File: src/rtl/odt_calc_pkg.sv
package odt_calc_pkg;
  localparam int unsigned CS_NUM     = 4;
  localparam int unsigned DLY_W      = 4;
  localparam int unsigned DLY_STRIDE = 8;
  localparam int unsigned PH_W       = 2;
  localparam int unsigned PH_LSB     = 6;
  localparam int unsigned LVL_W      = 8;
  localparam int unsigned REG_W      = 32;
  localparam int unsigned START_LSB  = 12;
  localparam int unsigned START_W    = 4;
  localparam int unsigned END_LSB    = 16;
  localparam int unsigned END_W      = 5;
  localparam int unsigned END_OFS    = 5;

  typedef enum logic [1:0] {CTL_IDLE, CTL_EVAL, CTL_SCAN, CTL_FINISH} ctl_state_t;
  typedef enum logic [1:0] {RD_IDLE, RD_REQ, RD_WAIT} rd_state_t;
endpackage

File: src/rtl/odt_lane_reader.sv
module odt_lane_reader
  import odt_calc_pkg::*;
#(
  parameter int unsigned LANES_MAX = 8,
  parameter int unsigned LANE_W    = (LANES_MAX > 1) ? $clog2(LANES_MAX) : 1,
  parameter int unsigned CNT_W     = $clog2(LANES_MAX + 1),
  parameter int unsigned CS_W      = $clog2(CS_NUM)
) (
  input  logic              clk,
  input  logic              rst_n,
  input  logic              kick_i,
  input  logic [CS_W-1:0]   cs_i,
  input  logic [CNT_W-1:0]  lane_cnt_i,
  output logic              req_valid_o,
  input  logic              req_ready_i,
  output logic [CS_W-1:0]   req_cs_o,
  output logic [LANE_W-1:0] req_lane_o,
  input  logic              rsp_valid_i,
  output logic              rsp_ready_o,
  input  logic [LVL_W-1:0]  rsp_data_i,
  output logic              ph_stb_o,
  output logic [PH_W-1:0]   ph_o,
  output logic              scan_done_o
);
  rd_state_t         st;
  logic [LANE_W-1:0] lane_q;
  logic [CS_W-1:0]   cs_q;
  logic              last_lane;

  assign last_lane   = (CNT_W'(lane_q) + CNT_W'(1)) == lane_cnt_i;
  assign req_valid_o = (st == RD_REQ);
  assign rsp_ready_o = (st == RD_WAIT);
  assign req_cs_o    = cs_q;
  assign req_lane_o  = lane_q;
  assign ph_stb_o    = rsp_ready_o && rsp_valid_i;
  assign ph_o        = rsp_data_i[PH_LSB +: PH_W];
  assign scan_done_o = ph_stb_o && last_lane;

  always_ff @(posedge clk or negedge rst_n) begin
    if (!rst_n) begin
      st     <= RD_IDLE;
      lane_q <= '0;
      cs_q   <= '0;
    end else begin
      case (st)
        RD_IDLE: if (kick_i) begin
          cs_q   <= cs_i;
          lane_q <= '0;
          st     <= RD_REQ;
        end
        RD_REQ: if (req_ready_i) st <= RD_WAIT;
        RD_WAIT: if (rsp_valid_i) begin
          if (last_lane) st <= RD_IDLE;
          else begin
            lane_q <= lane_q + LANE_W'(1);
            st     <= RD_REQ;
          end
        end
        default: st <= RD_IDLE;
      endcase
    end
  end

  assert_req_hold_R7: assert property (@(posedge clk) disable iff (!rst_n)
    req_valid_o && !req_ready_i |=> req_valid_o && $stable(req_lane_o) && $stable(req_cs_o));

  assert_single_rsp_R7: assert property (@(posedge clk) disable iff (!rst_n)
    rsp_valid_i && rsp_ready_o |=> !rsp_ready_o);

  assert_lane_bound_R6: assert property (@(posedge clk) disable iff (!rst_n)
    req_valid_o |-> CNT_W'(req_lane_o) < lane_cnt_i);
endmodule

File: src/rtl/odt_delay_track.sv
module odt_delay_track
  import odt_calc_pkg::*;
(
  input  logic             clk,
  input  logic             rst_n,
  input  logic             clear_i,
  input  logic             eval_i,
  input  logic [DLY_W-1:0] dly_i,
  input  logic             ph_stb_i,
  input  logic [PH_W-1:0]  ph_i,
  output logic             scan_o,
  output logic [DLY_W-1:0] min_o,
  output logic [DLY_W-1:0] max_o,
  output logic [PH_W-1:0]  ph_o,
  output logic             have_o
);
  logic [DLY_W-1:0] min_q, max_q;
  logic [PH_W-1:0]  ph_q;
  logic             have_q;

  assign scan_o = (dly_i >= max_q);
  assign min_o  = min_q;
  assign max_o  = max_q;
  assign ph_o   = ph_q;
  assign have_o = have_q;

  always_ff @(posedge clk or negedge rst_n) begin
    if (!rst_n) begin
      min_q  <= '1;
      max_q  <= '0;
      ph_q   <= '0;
      have_q <= 1'b0;
    end else if (clear_i) begin
      min_q  <= '1;
      max_q  <= '0;
      ph_q   <= '0;
      have_q <= 1'b0;
    end else begin
      if (eval_i) begin
        if (dly_i < min_q) min_q <= dly_i;
        if (dly_i == max_q) have_q <= 1'b0;
        else if (dly_i > max_q) max_q <= dly_i;
      end
      if (ph_stb_i && (!have_q || ph_i > ph_q)) begin
        ph_q   <= ph_i;
        have_q <= 1'b1;
      end
    end
  end

  assert_track_bounds_R5: assert property (@(posedge clk) disable iff (!rst_n)
    eval_i && !clear_i |=> (max_o >= $past(dly_i)) && (min_o <= $past(dly_i)));
endmodule

File: src/rtl/odt_field_calc.sv
module odt_field_calc
  import odt_calc_pkg::*;
(
  input  logic [DLY_W-1:0] min_i,
  input  logic [DLY_W-1:0] max_i,
  input  logic [PH_W-1:0]  ph_i,
  input  logic             have_i,
  output logic [REG_W-1:0] value_o
);
  localparam int unsigned SUM_W = END_W + 1;
  logic [DLY_W:0]   open_a;
  logic [DLY_W:0]   open_b;
  logic [PH_W:0]    half;
  logic [SUM_W-1:0] close_sum;
  logic [END_W-1:0] close_f;

  always_comb begin
    open_a = (min_i == '0) ? '0 : ({1'b0, min_i} - (DLY_W+1)'(1));
    if (open_a > (DLY_W+1)'(2**START_W - 1)) open_a = (DLY_W+1)'(2**START_W - 1);
    open_b = (open_a == '0) ? '0 : (open_a - (DLY_W+1)'(1));
    half = have_i ? (({1'b0, ph_i} + (PH_W+1)'(1)) >> 1) : '0;
    close_sum = SUM_W'(max_i) + SUM_W'(END_OFS) + SUM_W'(half);
    close_f = (close_sum > SUM_W'(2**END_W - 1)) ? END_W'(2**END_W - 1) : close_sum[END_W-1:0];
    value_o = '0;
    value_o[START_LSB +: START_W] = open_b[START_W-1:0];
    value_o[END_LSB +: END_W]     = close_f;
  end
endmodule

File: src/rtl/odt_window_calc.sv
module odt_window_calc
  import odt_calc_pkg::*;
#(
  parameter int unsigned LANES_MAX = 8,
  parameter int unsigned LANE_W    = (LANES_MAX > 1) ? $clog2(LANES_MAX) : 1,
  parameter int unsigned CNT_W     = $clog2(LANES_MAX + 1),
  parameter int unsigned CS_W      = $clog2(CS_NUM)
) (
  input  logic              clk,
  input  logic              rst_n,
  input  logic              start_i,
  input  logic [REG_W-1:0]  sample_word_i,
  input  logic [CNT_W-1:0]  lane_cnt_i,
  output logic              busy_o,
  output logic              lvl_req_valid_o,
  input  logic              lvl_req_ready_i,
  output logic [CS_W-1:0]   lvl_req_cs_o,
  output logic [LANE_W-1:0] lvl_req_lane_o,
  input  logic              lvl_rsp_valid_i,
  output logic              lvl_rsp_ready_o,
  input  logic [LVL_W-1:0]  lvl_rsp_data_i,
  output logic              done_o,
  output logic [REG_W-1:0]  odt_value_o,
  output logic [REG_W-1:0]  odt_mask_o
);
  localparam logic [REG_W-1:0] FIELD_MASK =
    (REG_W'((2**END_W) - 1) << END_LSB) | (REG_W'((2**START_W) - 1) << START_LSB);

  ctl_state_t       st;
  logic [CS_W-1:0]  cs_q;
  logic [REG_W-1:0] word_q;
  logic [CNT_W-1:0] lanes_q, lanes_eff;
  logic             done_q;
  logic [REG_W-1:0] value_q, calc_value;
  logic [DLY_W-1:0] dly_arr [CS_NUM];
  logic [DLY_W-1:0] cur_dly, t_min, t_max;
  logic [PH_W-1:0]  t_ph, rd_ph;
  logic             t_have, scan_need, rd_stb, rd_done, last_cs;
  logic             trk_clear, trk_eval, kick;

  for (genvar g = 0; g < CS_NUM; g++) begin : g_field
    assign dly_arr[g] = word_q[g*DLY_STRIDE +: DLY_W];
  end

  assign cur_dly   = dly_arr[cs_q];
  assign last_cs   = (cs_q == CS_W'(CS_NUM - 1));
  assign lanes_eff = (lane_cnt_i == '0) ? CNT_W'(1) :
                     (lane_cnt_i > CNT_W'(LANES_MAX)) ? CNT_W'(LANES_MAX) : lane_cnt_i;
  assign trk_clear = (st == CTL_IDLE) && start_i;
  assign trk_eval  = (st == CTL_EVAL);
  assign kick      = trk_eval && scan_need;
  assign busy_o    = (st != CTL_IDLE);
  assign done_o    = done_q;
  assign odt_value_o = value_q;
  assign odt_mask_o  = FIELD_MASK;

  odt_delay_track u_track (
    .clk(clk), .rst_n(rst_n), .clear_i(trk_clear), .eval_i(trk_eval), .dly_i(cur_dly),
    .ph_stb_i(rd_stb), .ph_i(rd_ph), .scan_o(scan_need), .min_o(t_min), .max_o(t_max),
    .ph_o(t_ph), .have_o(t_have)
  );

  odt_lane_reader #(.LANES_MAX(LANES_MAX), .LANE_W(LANE_W), .CNT_W(CNT_W), .CS_W(CS_W)) u_reader (
    .clk(clk), .rst_n(rst_n), .kick_i(kick), .cs_i(cs_q), .lane_cnt_i(lanes_q),
    .req_valid_o(lvl_req_valid_o), .req_ready_i(lvl_req_ready_i), .req_cs_o(lvl_req_cs_o),
    .req_lane_o(lvl_req_lane_o), .rsp_valid_i(lvl_rsp_valid_i), .rsp_ready_o(lvl_rsp_ready_o),
    .rsp_data_i(lvl_rsp_data_i), .ph_stb_o(rd_stb), .ph_o(rd_ph), .scan_done_o(rd_done)
  );

  odt_field_calc u_calc (
    .min_i(t_min), .max_i(t_max), .ph_i(t_ph), .have_i(t_have), .value_o(calc_value)
  );

  always_ff @(posedge clk or negedge rst_n) begin
    if (!rst_n) begin
      st      <= CTL_IDLE;
      cs_q    <= '0;
      word_q  <= '0;
      lanes_q <= CNT_W'(1);
      done_q  <= 1'b0;
      value_q <= '0;
    end else begin
      done_q <= 1'b0;
      case (st)
        CTL_IDLE: if (start_i) begin
          word_q  <= sample_word_i;
          lanes_q <= lanes_eff;
          cs_q    <= '0;
          st      <= CTL_EVAL;
        end
        CTL_EVAL: begin
          if (scan_need) st <= CTL_SCAN;
          else if (last_cs) st <= CTL_FINISH;
          else cs_q <= cs_q + CS_W'(1);
        end
        CTL_SCAN: if (rd_done) begin
          if (last_cs) st <= CTL_FINISH;
          else begin
            cs_q <= cs_q + CS_W'(1);
            st   <= CTL_EVAL;
          end
        end
        CTL_FINISH: begin
          value_q <= calc_value;
          done_q  <= 1'b1;
          st      <= CTL_IDLE;
        end
        default: st <= CTL_IDLE;
      endcase
    end
  end

  assert_done_pulse_R8: assert property (@(posedge clk) disable iff (!rst_n)
    done_o |=> !done_o);

  assert_start_field_R2: assert property (@(posedge clk) disable iff (!rst_n)
    done_o |-> odt_value_o[START_LSB +: START_W] <= START_W'(13));

  assert_end_floor_R3: assert property (@(posedge clk) disable iff (!rst_n)
    done_o |-> odt_value_o[END_LSB +: END_W] >= END_W'(END_OFS));

  assert_value_hold_R8: assert property (@(posedge clk) disable iff (!rst_n)
    !$past(done_q) && !done_o |-> $stable(odt_value_o));
endmodule

File: config.mk
export PLATFORM = sky130hd
export DESIGN_NAME = odt_window_calc
export DESIGN_NICKNAME = d
export VERILOG_FILES = /design/src/rtl/odt_calc_pkg.sv /design/src/rtl/odt_lane_reader.sv /design/src/rtl/odt_delay_track.sv /design/src/rtl/odt_field_calc.sv /design/src/rtl/odt_window_calc.sv
export SDC_FILE = /design/constraint.sdc
export NUM_CORES = 1
export LEC_CHECK = 0
export ABC_AREA = 1
export BUFFER_PORTS_ARGS = -buffer_cell sky130_fd_sc_hd__buf_2
export CAP_MARGIN = 20
export CORE_ASPECT_RATIO = 2
export CORE_MARGIN = 2
export CORE_UTILIZATION = 50
export DETAILED_ROUTE_END_ITERATION = 7
export GPL_TIMING_DRIVEN = 0
export HOLD_SLACK_MARGIN = 0.06
export PLACE_DENSITY_LB_ADDON = 0.2
export SLEW_MARGIN = 20
export SYNTH_ARGS = -nofsm -noshare
export SYNTH_HDL_FRONTEND = slang
export SYNTH_SLANG_ARGS = --single-unit
File: constraint.sdc
create_clock -name clk -period 2.4 [get_ports clk]
set_input_delay 0.36 -clock clk [delete_from_list [all_inputs] [get_ports clk]]
set_output_delay 0.36 -clock clk [all_outputs]
set_load 0.005 [all_outputs]
==> impl_metrics.csv, run 1 <==
group,metric,value,unit
run_status,status,"completed",
timing,slew_headroom,56.46,%
placement,dpl-instance-area,3864,um2
power,swShare,42.26,%
logic_synthesis,ys_ff_latch,52,
floorplan,die-area,7373,um2
timing,finalSetupViolCount,0,
power,clock_power_share,15.7,%
final_layout,antennaDiodeCount,0,
timing,tightestPinTransition,653.1,ps
floorplan,die_h,119.4,um
drt,ant_nets,0,
drt,vias_per_cell,4.351,
final_layout,nFillCells,629,
worst_setup_path,path_max_fanout,10,
global_route,grt_pass1_vias,2451,
worst_setup_path,cpMaxStageDelayCell,"dfrtp_1",
floorplan,die_x,61.73,um
logic_synthesis,yosysWarnings,0,
final_layout,design_area,4080,um2
logic_synthesis,synth.top_cell.area_share,35.30,%
worst_setup_path,r2r_end,"cs_q[1]",
power,powerDensity,1158,nW/um2
logic_synthesis,synthesis.area,3332,um2
logic_synthesis,ys_top_cells_by_area,"dfrtp_1 35%, nand2_1 15%, buf_4 12%",
drt,first_pass_iters,4,
floorplan,initial_utilization,51.13,%
drt,wire_per_inst,10.14,um
cts,root_buffer,"clkbuf_16",
floorplan,core.rowCount,42,
logic_synthesis,synth_edf_count,0,
worst_setup_path,path_class,"register to register",
timing,fmax,0.4393,GHz
global_route,grt_usage,18.24,%
timing,finalMaxSlewViolations,0,
drt,drcViolationCount,0,
worst_hold_path,min_path_type,"input pin to async pin",
logic_synthesis,seq_area_frac_synth,39.24,%
final_layout,num-nets-final,599,
logic_synthesis,ys_async_sr_fraction,100.0,%
final_layout,drive_above_1_share,27.74,%
timing,hold_viol,0,
worst_setup_path,crit_arrival,2450,ps
placement,place_congestion,0.8410,
floorplan,coreArea,6516,um2
cts,cts.path.max_buffers,2,
worst_setup_path,regToRegSetupSlack,120,ps
global_route,antenna_found_initial,0,
logic_synthesis,synth_most_common_cell,"nand2_1",
global_route,grt_max_degree,53,
logic_synthesis,syn_inst,420,
worst_setup_path,max_stage_delay,400,ps
flow_run,maxCapViolCount,0,
power,vdd_drop_max,0.6883,mV
power,combPwrFrac,51.5,%
worst_setup_path,crit_path_start_kind,"register",
cts,cts.htree.levels,2,
placement,io_buffers,44,
placement,dpl.hpwl,4698,um
drt,drt_iter0_drc,151,
power,total_power,4.727,mW
power,p_int,2.729,mW
power,seq_power_share,32.7,%
logic_synthesis,synth_top_area_cell,"dfrtp_1",
global_route,grt_pass1_wl,10520,um
timing,fin_ws,123.8,ps
floorplan,num_io_pins,122,
worst_setup_path,crit_required,2580,ps
worst_setup_path,r2r-start,"cs_q[0]",
worst_setup_path,ff2ff_path_depth,14,
logic_synthesis,ys_types,37,
cts,cts.sinks,52,
logic_synthesis,synthTopCellsByCount,"134 x nand2_1, 55 x buf_4, 47 x dfrtp_1",
final_layout,area_delta_synth_final,22.46,%
placement,dp_slack,25.59,ps
power,power.net_switching,1.997,mW
worst_setup_path,setup.worst_path.end_class,"register",
drt,via_count,2689,
logic_synthesis,synthFlopType,"dfrtp_1",
cts,cts_tree,"yes",
global_route,grt_overflow,0,
timing,finalCriticalPeriod,2276,ps
timing,fin_skew,6.449,ps
worst_setup_path,crit_chain,"buf_6 -> inv_6 -> nand2_1 -> a32o_2 -> inv_1 -> ha_1 -> a21oi_1 -> nand3_1 -> nand2_2 -> inv_1 -> nor2_1 -> nand2_2 -> nand2_1 -> o21ai_1",
logic_synthesis,syn_avg_cell_area,7.933,um2
cts,cts.clk_slew.worst_paths,70,ps
power,p_leak,2.384,nW
cts,clk_latency,290,ps
timing,post-route-period-util,94.84,%
drt,drt-total-wl,6265,um
cts,cts_buffers,5,
[layout by cell type (no fill, tap or decap), types with 5 or more instances in the layout]
cell type / instances
xor2_1: 5
buf_2: 46
o21ai_0: 15
nor2_1: 18
nand2_1: 133
inv_1: 37
a21oi_1: 10
nand3_1: 17
buf_4: 60
conb_1: 55
o22ai_1: 5
ha_1: 19
dfrtp_1: 46
clkbuf_16: 5
dfstp_2: 5
nand2_2: 9
[how the worst max path moves through the flow]
stage | slack [ps] | endpoint | startpoint | cells after the start
2_1_floorplan | 380 | cs_q[1] | cs_q[0] | 14
3_3_place_gp | 50 | u_track.max_o[1] | cs_q[1] | 11
6_report | 120 | cs_q[1] | cs_q[0] | 14
5_1_grt | -30 | cs_q[1] | cs_q[0] | 16
4_1_cts | 10 | u_reader.req_lane_o[0] | cs_q[1] | 14
3_5_place_dp | 30 | u_track.max_o[0] | cs_q[1] | 12
[routing by layer]
metal	track usage [%]	vias up	share of wire, %
met3	2.497	12	3.3
met5	0	-	0
met1	22.54	1198	41
met2	30.59	50	53
met4	7.314	0	2.7
li1	-	1429	-
[cell type report]
class	count	area, um2	share of cell area (%)
repair buffers	49	257.7	6.317
well taps	88	110.1	2.699
inverters	43	166.4	4.079
clock buffers	8	156.4	3.833
flip-flops and latches	52	1309	32.08
plain buffers	61	445.4	10.92
multi-input cells	317	1635	40.08
[worst max-delay path, delay by kind of cell, from the launching register on]
| family | cells | cell delay [ps] |
|---|---|---|
| buf+inv | 4 | 370 |
| compound gates | 3 | 540 |
| simple gates | 6 | 600 |
| fa+ha+maj | 1 | 240 |
| flops | 1 | 400 |
[power by group through the flow]
| stage | Combinational (mW) | Clock (mW) | Sequential [mW] |
|---|---|---|---|
| 2_1_floorplan | 1.76 | 0 | 1.52 |
| 3_3_place_gp | 2.25 | 0 | 1.55 |
| 3_5_place_dp | 2.29 | 0 | 1.56 |
| 4_1_cts | 2.32 | 0.764 | 1.54 |
| 5_1_grt | 2.82 | 0.803 | 1.60 |
| 6_report | 2.44 | 0.744 | 1.55 |
[sequential cells by signal, indices dropped and copies added (netlist names)]
| register | flops |
|---|---|
| st | 2 |
| lanes_q | 4 |
| u_track.max_o | 4 |
| cs_q | 2 |
| u_reader.req_lane_o | 3 |
| u_reader.req_cs_o | 2 |
| u_track.min_o | 4 |
| u_track.have_o | 1 |
| word_q | 16 |
| u_reader.st | 2 |
| odt_value_o | 9 |
| done_o | 1 |
| u_track.ph_o | 2 |
[timing repair]
item | 4_1_cts | 5_1_grt
setup buffers | 0 | 4
pin swaps | 0 | 5
gates cloned | 0 | 1
endpoints found under the setup margin | 3 | 15
gates resized for setup | 1 | 10
hold buffers | 0 | 0
[cells by family (layout without fill, tap and decap cells)]
family | after synthesis | count (layout) | synth area share (%)
and+or+nand+nor | 191 | 191 | 24.45
buffers and inverters | 104 | 161 | 18.36
DFF | 52 | 52 | 39.24
AOI/OAI and AO/OA | 44 | 44 | 8.036
adders and majority gates | 21 | 21 | 8.111
xor gates and xnor gates | 6 | 6 | 1.577
other | 2 | 55 | 0.2254
[metrics by stage]
stage / TNS, ps / hold WS, ps / util [%] / instances
floorplan: 0 / 64.41 / - / 473
global placement: 0 / 449.6 / 59.26 / 605
detailed placement: 0 / 434.4 / 59.29 / 605
CTS: 0 / 124.6 / 61.69 / 613
global route: -55.68 / 153.8 / 62.62 / 618
finish: 0 / 79.38 / 62.62 / 618
No activity file was read; power rests on OpenSTA's default activity.
==> run 2: changes to the inputs <==
SETUP_SLACK_MARGIN = 0.2   (was default)
==> run 2 against run 1 <==
Routed wire length increased by 3.4%. First-iteration DRC count decreased by 5.3%. Design area increased by 2.4%. Non-clock buffer count increased by 4. Critical path depth unchanged. Clock-buffer cell count unchanged. Hold slack improved by 2.5 ps. Critical endpoint is now u_reader.req_lane_o[2].
==> impl_metrics.csv, run 2 (synthesis gave the netlist of run 1 again) <==
group,metric,value,unit
placement,io_buffers,44,
cts,cts_buffers,5,
power,vdd_drop_max,0.6470,mV
worst_setup_path,crit_required,2630,ps
final_layout,area_delta_synth_final,25.38,%
worst_setup_path,setup.worst_path.end_class,"register",
final_layout,reg_top3,"word_q (16), odt_value_o (9)",
floorplan,die_x,61.73,um
worst_setup_path,max_stage_delay,390,ps
timing,finalMaxSlewViolations,0,
cts,cts_tree,"yes",
cts,ctsHoldBuffers,0,
worst_setup_path,r2r-start,"cs_q[0]",
global_route,grt_overflow,0,
power,combPwrFrac,53.9,%
timing,fin_skew,7.914,ps
final_layout,final_cell_mix,"131 x nand2_1, 65 x buf_4, 55 x conb_1",
final_layout,antennaDiodeCount,0,
cts,root_buffer,"clkbuf_16",
worst_setup_path,regToRegSetupSlack,210,ps
cts,cts.sinks,52,
global_route,grt_max_degree,53,
placement,place_congestion,0.8410,
floorplan,initial_utilization,51.13,%
cts,clk_latency,290,ps
power,p_leak,2.414,nW
worst_hold_path,min_path_type,"input pin to async pin",
drt,ant_nets,0,
drt,via_count,2715,
final_layout,largest_reg_flops,16,
global_route,grt_pass1_vias,2477,
final_layout,num-nets-final,603,
drt,wire_per_inst,10.41,um
worst_setup_path,ff2ff_path_depth,14,
global_route,antenna_found_initial,0,
worst_setup_path,crit_path_start_kind,"register",
timing,slew_headroom,56.68,%
timing,post-route-period-util,91.22,%
timing,fin_hold_ws,81.91,ps
power,powerDensity,1197,nW/um2
run_status,status,"completed",
global_route,grt_pass1_wl,10610,um
timing,fmax,0.4568,GHz
timing,tightestPinTransition,649.8,ps
worst_setup_path,r2r_end,"u_reader.req_lane_o[2]",
timing,finalCriticalPeriod,2189,ps
timing,rsz0062_at_grt,"yes",
cts,cts.path.max_buffers,2,
timing,timing.setup.tns,0,ps
floorplan,num_io_pins,122,
cts,cts.clk_slew.worst_paths,70,ps
floorplan,die_h,119.4,um
worst_setup_path,cpMaxStageDelayCell,"dfrtp_1",
worst_setup_path,cp_num_buf_inv,4,
worst_setup_path,crit_chain,"buf_6 -> a21oi_1 -> a32o_2 -> inv_2 -> ha_4 -> nand2_1 -> nor2_4 -> inv_2 -> nand3_2 -> nand2_4 -> a21oi_4 -> buf_4 -> nand3b_1 -> nand2_1",
worst_setup_path,crit_cells,14,
floorplan,coreArea,6516,um2
power,p_int,2.856,mW
final_layout,largest-register,"word_q",
worst_setup_path,path_class,"register to register",
timing,hold_viol,0,
global_route,grt_usage,18.41,%
timing,finalSetupViolCount,0,
worst_setup_path,crit_arrival,2420,ps
power,swShare,42.88,%
drt,drt_iter0_drc,143,
floorplan,core.rowCount,42,
final_layout,drive_above_1_share,30.71,%
drt,drt-total-wl,6478,um
placement,dpl.hpwl,4698,um
cts,cts.htree.levels,2,
final_layout,final_common_cell,"nand2_1",
floorplan,die-area,7373,um2
drt,first_pass_iters,4,
drt,vias_per_cell,4.365,
power,seq_power_share,31.0,%
power,power.net_switching,2.144,mW
drt,drcViolationCount,0,
worst_setup_path,crit_family,"simple AND/OR/NAND/NOR gates",
power,clock_power_share,15.1,%
flow_run,maxCapViolCount,0,
final_layout,nFillCells,606,
worst_setup_path,path_max_fanout,8,
[run 2: power groups by stage]
stage | Clock (mW) | Combinational (mW) | Sequential [mW]
2_1_floorplan | 0 | 1.76 | 1.52
3_3_place_gp | 0 | 2.25 | 1.55
3_5_place_dp | 0 | 2.29 | 1.56
4_1_cts | 0.764 | 2.43 | 1.54
5_1_grt | 0.803 | 3.07 | 1.60
6_report | 0.753 | 2.70 | 1.55
[run 2: worst max path at each step]
stage / from / endpoint / slack [ps]
2_1_floorplan: cs_q[0] / cs_q[1] / 380
3_3_place_gp: cs_q[1] / u_track.max_o[1] / 50
3_5_place_dp: cs_q[1] / u_track.max_o[0] / 30
4_1_cts: cs_q[0] / cs_q[1] / 210
5_1_grt: cs_q[0] / u_reader.req_lane_o[2] / 90
6_report: cs_q[0] / u_reader.req_lane_o[2] / 210
[run 2: layer usage]
metal	GRT usage [%]	vias to the layer above	wire [um]
met3	2.497	10	250
li1	-	1437	-
met1	22.68	1212	2635
met4	7.447	0	155
met2	30.92	56	3437
met5	0	-	0
[run 2: final cells by class]
type                    count  area (um2)  share of cell area [%]
plain buffers              61       445.4                   10.66
clock buffers               8       156.4                   3.744
inverters                  43       172.7                   4.133
multi-input cells         317        1694                   40.55
flip-flops and latches     52        1309                   31.33
well taps                  88       110.1                   2.636
repair buffers             53       290.3                   6.948
[run 2: metrics by stage]
| stage | instances | utilization, % | power [mW] | worst slack [ps] | instance area [um2] |
|---|---|---|---|---|---|
| 5_1_grt | 622 | 64.11 | 5.480 | 89.47 | 4178 |
| 3_5_place_dp | 605 | 59.29 | 3.847 | 25.59 | 3864 |
| 6_report | 622 | 64.11 | 4.999 | 210.6 | 4178 |
| 3_3_place_gp | 605 | 59.26 | 3.799 | 51.81 | 3861 |
| 4_1_cts | 616 | 62.31 | 4.737 | 210.0 | 4060 |
| 2_1_floorplan | 473 | - | 3.275 | 376.9 | 3531 |
[run 2: repair_timing]
| action | in CTS | in global routing |
|---|---|---|
| buffers inserted | 3 | 6 |
| resized for setup | 12 | 16 |
| endpoints found under the setup margin | 15 | 23 |
| pin swaps | 5 | 11 |
